==> config.mk <==
export PLATFORM = sky130hd
export DESIGN_NAME = desc_copy_engine
export DESIGN_NICKNAME = d
export VERILOG_FILES = /design/src/rtl/ce_pkg.sv /design/src/rtl/ce_regs.sv /design/src/rtl/ce_rd_index.sv /design/src/rtl/ce_engine.sv /design/src/rtl/desc_copy_engine.sv
export SDC_FILE = /design/constraint.sdc
export NUM_CORES = 1
export LEC_CHECK = 0
export ABC_AREA = 1
export BUFFER_PORTS_ARGS = -buffer_cell sky130_fd_sc_hd__buf_2
export CAP_MARGIN = 20
export CORE_UTILIZATION = 50
export DETAILED_ROUTE_END_ITERATION = 6
export PLACE_DENSITY = 0.71
export REMOVE_ABC_BUFFERS = 1
export SLEW_MARGIN = 20
export SYNTH_ARGS = -nofsm -noshare
export SYNTH_HDL_FRONTEND = slang
export SYNTH_SLANG_ARGS = --single-unit
==> constraint.sdc <==
create_clock -name clk -period 3.4 [get_ports clk]
set_input_delay 0.68 -clock clk [delete_from_list [all_inputs] [get_ports clk]]
set_output_delay 0.68 -clock clk [all_outputs]
set_load 0.005 [all_outputs]
==> src/rtl/ce_pkg.sv <==
package ce_pkg;
  localparam int LEN_W        = 16;
  localparam int META_W       = 12;
  localparam int DESC_GATHER  = 16;
  localparam int DESC_SWAP    = 17;
  localparam int DESC_META_LO = 20;

  localparam logic [3:0] RA_SRC_BASE = 4'd0;
  localparam logic [3:0] RA_SRC_SIZE = 4'd1;
  localparam logic [3:0] RA_SRC_WR   = 4'd2;
  localparam logic [3:0] RA_SRC_RD   = 4'd3;
  localparam logic [3:0] RA_DST_BASE = 4'd4;
  localparam logic [3:0] RA_DST_SIZE = 4'd5;
  localparam logic [3:0] RA_DST_WR   = 4'd6;
  localparam logic [3:0] RA_DST_RD   = 4'd7;
  localparam logic [3:0] RA_MAX_LEN  = 4'd8;

  typedef enum logic [3:0] {
    ST_IDLE, ST_DDESC, ST_SDESC0, ST_SDESC1, ST_RDQ, ST_RDW, ST_NEXT, ST_GWAIT, ST_WB
  } ce_state_e;

  function automatic logic [31:0] ring_next(input logic [31:0] idx, input logic [31:0] mask);
    return (idx + 32'd1) & mask;
  endfunction

  function automatic logic [31:0] desc_addr(input logic [31:0] base, input logic [31:0] idx);
    return base + (idx << 3);
  endfunction

  function automatic logic [31:0] bswap32(input logic [31:0] w);
    return {w[7:0], w[15:8], w[23:16], w[31:24]};
  endfunction

  function automatic logic [LEN_W-1:0] clip_len(input logic [LEN_W-1:0] n, input logic [LEN_W-1:0] lim);
    return (n > lim) ? lim : n;
  endfunction
endpackage

==> src/rtl/ce_regs.sv <==
module ce_regs import ce_pkg::*; #(
  parameter int IDX_W = 8
) (
  input  logic             clk,
  input  logic             rst_n,
  input  logic             reg_we,
  input  logic [3:0]       reg_addr,
  input  logic [31:0]      reg_wdata,
  output logic [31:0]      reg_rdata,
  input  logic [IDX_W-1:0] src_rd,
  input  logic [IDX_W-1:0] dst_rd,
  output logic [31:0]      src_base,
  output logic [31:0]      dst_base,
  output logic [IDX_W:0]   src_size,
  output logic [IDX_W:0]   dst_size,
  output logic [IDX_W-1:0] src_wr,
  output logic [IDX_W-1:0] dst_wr,
  output logic [LEN_W-1:0] max_len
);
  always_ff @(posedge clk or negedge rst_n) begin
    if (!rst_n) begin
      src_base <= '0;
      dst_base <= '0;
      src_size <= '0;
      dst_size <= '0;
      src_wr   <= '0;
      dst_wr   <= '0;
      max_len  <= '0;
    end else if (reg_we) begin
      case (reg_addr)
        RA_SRC_BASE: src_base <= reg_wdata;
        RA_SRC_SIZE: src_size <= reg_wdata[IDX_W:0];
        RA_SRC_WR:   src_wr   <= reg_wdata[IDX_W-1:0];
        RA_DST_BASE: dst_base <= reg_wdata;
        RA_DST_SIZE: dst_size <= reg_wdata[IDX_W:0];
        RA_DST_WR:   dst_wr   <= reg_wdata[IDX_W-1:0];
        RA_MAX_LEN:  max_len  <= reg_wdata[LEN_W-1:0];
        default: ;
      endcase
    end
  end

  always_comb begin
    case (reg_addr)
      RA_SRC_BASE: reg_rdata = src_base;
      RA_SRC_SIZE: reg_rdata = 32'(src_size);
      RA_SRC_WR:   reg_rdata = 32'(src_wr);
      RA_SRC_RD:   reg_rdata = 32'(src_rd);
      RA_DST_BASE: reg_rdata = dst_base;
      RA_DST_SIZE: reg_rdata = 32'(dst_size);
      RA_DST_WR:   reg_rdata = 32'(dst_wr);
      RA_DST_RD:   reg_rdata = 32'(dst_rd);
      RA_MAX_LEN:  reg_rdata = 32'(max_len);
      default:     reg_rdata = '0;
    endcase
  end
endmodule

==> src/rtl/ce_rd_index.sv <==
module ce_rd_index import ce_pkg::*; #(
  parameter int IDX_W = 8
) (
  input  logic             clk,
  input  logic             rst_n,
  input  logic             adv,
  input  logic [IDX_W-1:0] mask,
  output logic [IDX_W-1:0] idx
);
  always_ff @(posedge clk or negedge rst_n) begin
    if (!rst_n)   idx <= '0;
    else if (adv) idx <= IDX_W'(ring_next(32'(idx), 32'(mask)));
  end
endmodule

==> src/rtl/ce_engine.sv <==
module ce_engine import ce_pkg::*; #(
  parameter int IDX_W = 8
) (
  input  logic             clk,
  input  logic             rst_n,
  input  logic [31:0]      src_base,
  input  logic [31:0]      dst_base,
  input  logic [IDX_W:0]   src_size,
  input  logic [IDX_W:0]   dst_size,
  input  logic [IDX_W-1:0] src_wr,
  input  logic [IDX_W-1:0] dst_wr,
  input  logic [IDX_W-1:0] src_rd,
  input  logic [IDX_W-1:0] dst_rd,
  input  logic [LEN_W-1:0] max_len,
  input  logic [31:0]      mem_rdata,
  output logic             mem_req,
  output logic             mem_we,
  output logic [31:0]      mem_addr,
  output logic [31:0]      mem_wdata,
  output logic             start,
  output logic             src_adv,
  output logic             dst_adv,
  output logic             copy_done,
  output logic [IDX_W-1:0] src_mask,
  output logic [IDX_W-1:0] dst_mask
);
  ce_state_e         state;
  logic [31:0]       sptr, dptr;
  logic [LEN_W-1:0]  words_left, total;
  logic [META_W-1:0] meta;
  logic              swap_cur, swap_any, gather_cur;

  logic [IDX_W:0]    s_m1, d_m1;
  logic [IDX_W-1:0]  smask_now, dmask_now;
  logic              go, src_avail;
  logic [31:0]       s_desc, d_desc;
  logic [LEN_W-1:0]  clip_bytes, clip_words;
  logic [15:0]       flags_out;

  assign s_m1       = src_size - (IDX_W+1)'(1);
  assign d_m1       = dst_size - (IDX_W+1)'(1);
  assign smask_now  = s_m1[IDX_W-1:0];
  assign dmask_now  = d_m1[IDX_W-1:0];
  assign go         = (src_size != '0) && (dst_size != '0) &&
                      (src_rd != (src_wr & smask_now)) && (dst_rd != (dst_wr & dmask_now));
  assign src_avail  = src_rd != (src_wr & src_mask);
  assign s_desc     = desc_addr(src_base, 32'(src_rd));
  assign d_desc     = desc_addr(dst_base, 32'(dst_rd));
  assign clip_bytes = clip_len(mem_rdata[LEN_W-1:0], max_len);
  assign clip_words = clip_bytes >> 2;
  assign flags_out  = {meta, 2'b00, swap_any, 1'b0};

  always_comb begin
    mem_req   = 1'b0;
    mem_we    = 1'b0;
    mem_addr  = '0;
    mem_wdata = '0;
    start     = 1'b0;
    src_adv   = 1'b0;
    dst_adv   = 1'b0;
    copy_done = 1'b0;
    case (state)
      ST_IDLE:   begin mem_req = go; mem_addr = d_desc; start = go; end
      ST_DDESC:  begin mem_req = 1'b1; mem_addr = s_desc; end
      ST_SDESC0: begin mem_req = 1'b1; mem_addr = s_desc + 32'd4; end
      ST_RDQ:    begin mem_req = 1'b1; mem_addr = sptr; end
      ST_RDW: begin
        mem_req   = 1'b1;
        mem_we    = 1'b1;
        mem_addr  = dptr;
        mem_wdata = swap_cur ? bswap32(mem_rdata) : mem_rdata;
      end
      ST_NEXT:   src_adv = 1'b1;
      ST_GWAIT:  begin mem_req = src_avail; mem_addr = s_desc; end
      ST_WB: begin
        mem_req   = 1'b1;
        mem_we    = 1'b1;
        mem_addr  = d_desc + 32'd4;
        mem_wdata = {flags_out, total};
        dst_adv   = 1'b1;
        copy_done = 1'b1;
      end
      default: ;
    endcase
  end

  always_ff @(posedge clk or negedge rst_n) begin
    if (!rst_n) begin
      state      <= ST_IDLE;
      sptr       <= '0;
      dptr       <= '0;
      words_left <= '0;
      total      <= '0;
      meta       <= '0;
      swap_cur   <= 1'b0;
      swap_any   <= 1'b0;
      gather_cur <= 1'b0;
      src_mask   <= '0;
      dst_mask   <= '0;
    end else begin
      case (state)
        ST_IDLE: if (go) begin
          src_mask <= smask_now;
          dst_mask <= dmask_now;
          total    <= '0;
          swap_any <= 1'b0;
          state    <= ST_DDESC;
        end
        ST_DDESC:  begin dptr <= mem_rdata; state <= ST_SDESC0; end
        ST_SDESC0: begin sptr <= mem_rdata; state <= ST_SDESC1; end
        ST_SDESC1: begin
          meta       <= mem_rdata[DESC_META_LO +: META_W];
          swap_cur   <= mem_rdata[DESC_SWAP];
          swap_any   <= swap_any | mem_rdata[DESC_SWAP];
          gather_cur <= mem_rdata[DESC_GATHER];
          words_left <= clip_words;
          state      <= (clip_words == '0) ? ST_NEXT : ST_RDQ;
        end
        ST_RDQ: state <= ST_RDW;
        ST_RDW: begin
          dptr       <= dptr + 32'd4;
          sptr       <= sptr + 32'd4;
          words_left <= words_left - LEN_W'(1);
          total      <= total + LEN_W'(4);
          state      <= (words_left == LEN_W'(1)) ? ST_NEXT : ST_RDQ;
        end
        ST_NEXT:  state <= gather_cur ? ST_GWAIT : ST_WB;
        ST_GWAIT: if (src_avail) state <= ST_SDESC0;
        ST_WB:    state <= ST_IDLE;
        default:  state <= ST_IDLE;
      endcase
    end
  end
endmodule

==> src/rtl/desc_copy_engine.sv <==
module desc_copy_engine import ce_pkg::*; #(
  parameter int IDX_W = 8
) (
  input  logic        clk,
  input  logic        rst_n,
  input  logic        reg_we,
  input  logic [3:0]  reg_addr,
  input  logic [31:0] reg_wdata,
  output logic [31:0] reg_rdata,
  output logic        mem_req,
  output logic        mem_we,
  output logic [31:0] mem_addr,
  output logic [31:0] mem_wdata,
  input  logic [31:0] mem_rdata,
  output logic        copy_done
);
  logic [31:0]      src_base, dst_base;
  logic [IDX_W:0]   src_size, dst_size;
  logic [IDX_W-1:0] src_wr, dst_wr, src_rd, dst_rd, src_mask, dst_mask;
  logic [LEN_W-1:0] max_len;
  logic             eng_start, src_adv, dst_adv;

  ce_regs #(.IDX_W(IDX_W)) u_regs (
    .clk, .rst_n, .reg_we, .reg_addr, .reg_wdata, .reg_rdata,
    .src_rd, .dst_rd, .src_base, .dst_base, .src_size, .dst_size,
    .src_wr, .dst_wr, .max_len
  );

  ce_rd_index #(.IDX_W(IDX_W)) u_src_idx (
    .clk, .rst_n, .adv(src_adv), .mask(src_mask), .idx(src_rd)
  );

  ce_rd_index #(.IDX_W(IDX_W)) u_dst_idx (
    .clk, .rst_n, .adv(dst_adv), .mask(dst_mask), .idx(dst_rd)
  );

  ce_engine #(.IDX_W(IDX_W)) u_engine (
    .clk, .rst_n, .src_base, .dst_base, .src_size, .dst_size,
    .src_wr, .dst_wr, .src_rd, .dst_rd, .max_len, .mem_rdata,
    .mem_req, .mem_we, .mem_addr, .mem_wdata,
    .start(eng_start), .src_adv, .dst_adv, .copy_done, .src_mask, .dst_mask
  );
endmodule

==> impl_metrics.toml <==
[power_and_ir_drop]
vdd_drop_max_mv = 0.591
totalPowerFinal_mw = 17.1
power_density_mw_per_mm2 = 680
p_leak_nw = 12.3

[worst_setup_path]
worstRegToRegCells = 15
critical_path_class = "flop to output pin"
critPathLaunch = "u_src_idx.idx[0]$_DFFE_PN0N_"
path_max_fanout = 5
critical_path.endpoint_type = "output pin"
cp.required_ns = 2.72
reg2reg_setup_slack_ns = 0.44
r2r_end = "u_engine.state[1]$_DFFE_PN0P_"
r2r-start = "u_regs.max_len[9]$_DFFE_PN0P_"
worstSetupStartpointType = "flop"
worstPathArrival_ns = 3.29
endpoint = "mem_addr[26]"

[finish]
fin_util_pct = 65.2
stdcell_area_mm2 = 0.0252
drive_gt1_share_pct = 23.7
final_nets = 3518
regArea_mm2 = 0.00648
syn2layout_area_growth_pct = 28.7
multiInputGateArea_mm2 = 0.0123
final_cells = 3946
n_fill_cell = 3495

[routing]
vias = 23097
drt_pass1_iterations = 6
avgRoutedWirePerCell_um = 20.4
drt_iter0_markers = 2841
via_per_inst = 5.85
final_antenna_net_count = 0
totalWireLength_um = 80600
drc = 0

[grt]
grt_pass1_vias = 20928
grt_usage_pct = 39.7
antenna_found_initial = 2
grt_max_degree = 100
grt_pass1_wl_um = 120000
overflow = 0

[yosys]
synth.distinct_cells = 57
synthArstFlopShare_pct = 100
synth_edf_count = 0
ys_seq_area_share_pct = 33.1
ys.flop_type = "dfrtp_1"
syn_inst = 3023
ys_top_cells_by_count = "nand2_1 (917), inv_1 (392), nand3_1 (278), nor2_1 (264), o21ai_0 (262)"
post-synth-top-count-cell = "nand2_1"
yosysWarnings = 0
synth_top_area_share_pct = 33.1
synth_top_cell_by_area = "dfrtp_1"
postSynthAreaPerCell_um2 = 6.48
ys_seq_elements = 259
ys_top_cells_by_area = "dfrtp_1 (33%), nand2_1 (18%), inv_1 (7.5%)"
synthesis.area_mm2 = 0.0196

[clock_tree]
clockBufferDepth = 3
cts_max_level = 1
cts.sink_count = 259
cts_tree = "yes"
clk_latency_ns = 0.58
cts_inserted_buffers = 30
cts_root_buf = "clkbuf_16"
path_clk_slew_ns = 0.06

[status]
failed_checks = "setup timing"
status = "finished, violations left"

[floorplanning]
die_x_um = 200
dieHeight_um = 200
die-area_mm2 = 0.0400
core_mm2 = 0.0386
start_util_pct = 50.7
fp-row-count = 72
io-pin-count = 170

[timing]
skew_ns = 0.00892
period_minus_slack_ns = 3.97
finalSetupViolCount = 27
rsz0062_at_grt = "yes"
slew_headroom_pct = 34.5
timing.final.hold_violations = 0
post-route-worst-setup-slack_ns = -0.569
fmax_mhz = 252
holdWs_ns = 0.0551
worst_pin_slew_ns = 0.982
finalSetupTns_ns = -12.50
slew_violations = 0
period_share_pct = 117

[placed_design]
dpl-instance-area_mm2 = 0.0225
io_buffers = 169
hpwlAfterDp_um = 61300
place.gp.congestion = 1.00
dp_slack_ns = -0.179
dp_cells = 3834

[run]
cap_violations = 0

[worst_hold_path]
hold_path_class = "primary input to asynchronous set/reset pin"
[kinds of logic (layout without fill, tap and decap cells)]
kind of cell	count (synthesis)	count (layout)	synth area share, %
adder cells (fa/ha/maj)	44	44	2.89
flip-flops	259	259	33.1
AND/OR/NAND/NOR	1613	1613	35.1
AO/OA/AOI/OAI	537	537	16.2
XOR/XNOR	62	62	2.77
other	0	1	0
buffers and inverters	508	912	9.95
[layout make-up]
| cell class | count | area share (%) |
|---|---|---|
| multi-input combinational | 2256 | 48.8 |
| sequential | 259 | 25.7 |
| timing repair buffer | 452 | 12.8 |
| inverter | 404 | 6.09 |
| clock buffer | 47 | 3.71 |
| tap | 518 | 2.57 |
| clock inverter | 9 | 0.328 |
| antenna | 1 | 0.00993 |
[cell usage in the layout (no fill, tap or decap), types with 24 or more instances in the layout]
cell,synthesis,final
nor2_2,11,34
inv_1,392,369
buf_6,2,27
buf_2,12,161
nand2_1,917,803
dfrtp_1,259,257
nor3_1,43,41
nor2_4,8,24
a21oi_1,69,64
nand4_1,38,38
o22ai_1,68,67
clkbuf_16,0,31
nand3_2,7,39
buf_4,3,254
inv_2,7,25
nand3_1,278,235
o21ai_0,262,256
xor2_1,55,51
nand2_2,4,102
ha_1,42,25
o211ai_1,35,35
nor2_1,264,225
[registers in the layout, summed over array words and instances, names as in the netlist]
signal               cells
u_src_idx.idx            8
u_engine.dptr           32
u_regs.dst_size          9
u_regs.dst_wr            8
u_engine.dst_mask        8
u_engine.total          14
u_engine.swap_cur        1
u_engine.words_left     16
u_regs.src_wr            8
u_engine.src_mask        8
u_engine.meta           12
u_engine.state           4
u_regs.src_base         32
u_engine.swap_any        1
u_regs.max_len          16
u_engine.gather_cur      1
u_dst_idx.idx            8
u_regs.src_size          9
u_engine.sptr           32
u_regs.dst_base         32
[worst max-delay path, stage by stage, from the launching register on]
cell,delay [ns]
dfrtp_1,0.37
ha_2,0.20
inv_2,0.04
fa_2,0.35
buf_6,0.13
xor2_2,0.14
nand2_1,0.07
nand2_2,0.09
nor2_2,0.10
nand2_2,0.08
nor2_4,0.12
nand3_4,0.10
nor2_4,0.14
nand3_4,0.13
nor2_4,0.21
nand3_1,0.11
nand2_2,0.10
nand2_1,0.06
nand2_1,0.06
buf_2,0.11
[metal layers]
layer | routed length (um) | up-vias | global-route usage [%]
met1 | 34100 | 10891 | 56.3
li1 | - | 10742 | -
met3 | 8280 | 187 | 6.97
met5 | 16 | - | 0
met2 | 35000 | 1275 | 60.1
met4 | 3210 | 2 | 15.0
[power breakdown]
part / internal [mW] / total (mW) / switching, mW
clock network: 1.96 / 3.35 / 1.39
logic: 3.21 / 8.71 / 5.49
registers: 4.05 / 5.07 / 1.02
total: 9.22 / 17.1 / 7.90
[worst min path at each step]
stage	startpoint	end	slack, ns	cells past startpoint
5_1_grt	rst_n	u_engine.words_left[15]$_DFFE_PN0P_	0.1	1
4_1_cts	rst_n	u_engine.words_left[15]$_DFFE_PN0P_	0.10	1
6_report	rst_n	u_engine.words_left[15]$_DFFE_PN0P_	0.06	1
3_5_place_dp	u_engine.meta[9]$_DFFE_PN0P_	u_engine.meta[9]$_DFFE_PN0P_	0.46	2
3_3_place_gp	u_engine.meta[10]$_DFFE_PN0P_	u_engine.meta[10]$_DFFE_PN0P_	0.45	2
2_1_floorplan	rst_n	u_dst_idx.idx[0]$_DFFE_PN0P_	0.38	0
[timing repair]
| action | CTS | global route |
|---|---|---|
| setup buffers | 26 | 29 |
| cloned | 0 | 0 |
| gates resized for setup | 133 | 209 |
| hold buffers | 0 | 0 |
| pin swaps | 45 | 104 |
| endpoints found under the hold margin | 0 | 0 |
| endpoints found under the setup margin | 35 | 30 |
Note: power is estimated with default switching activity, not from simulation.
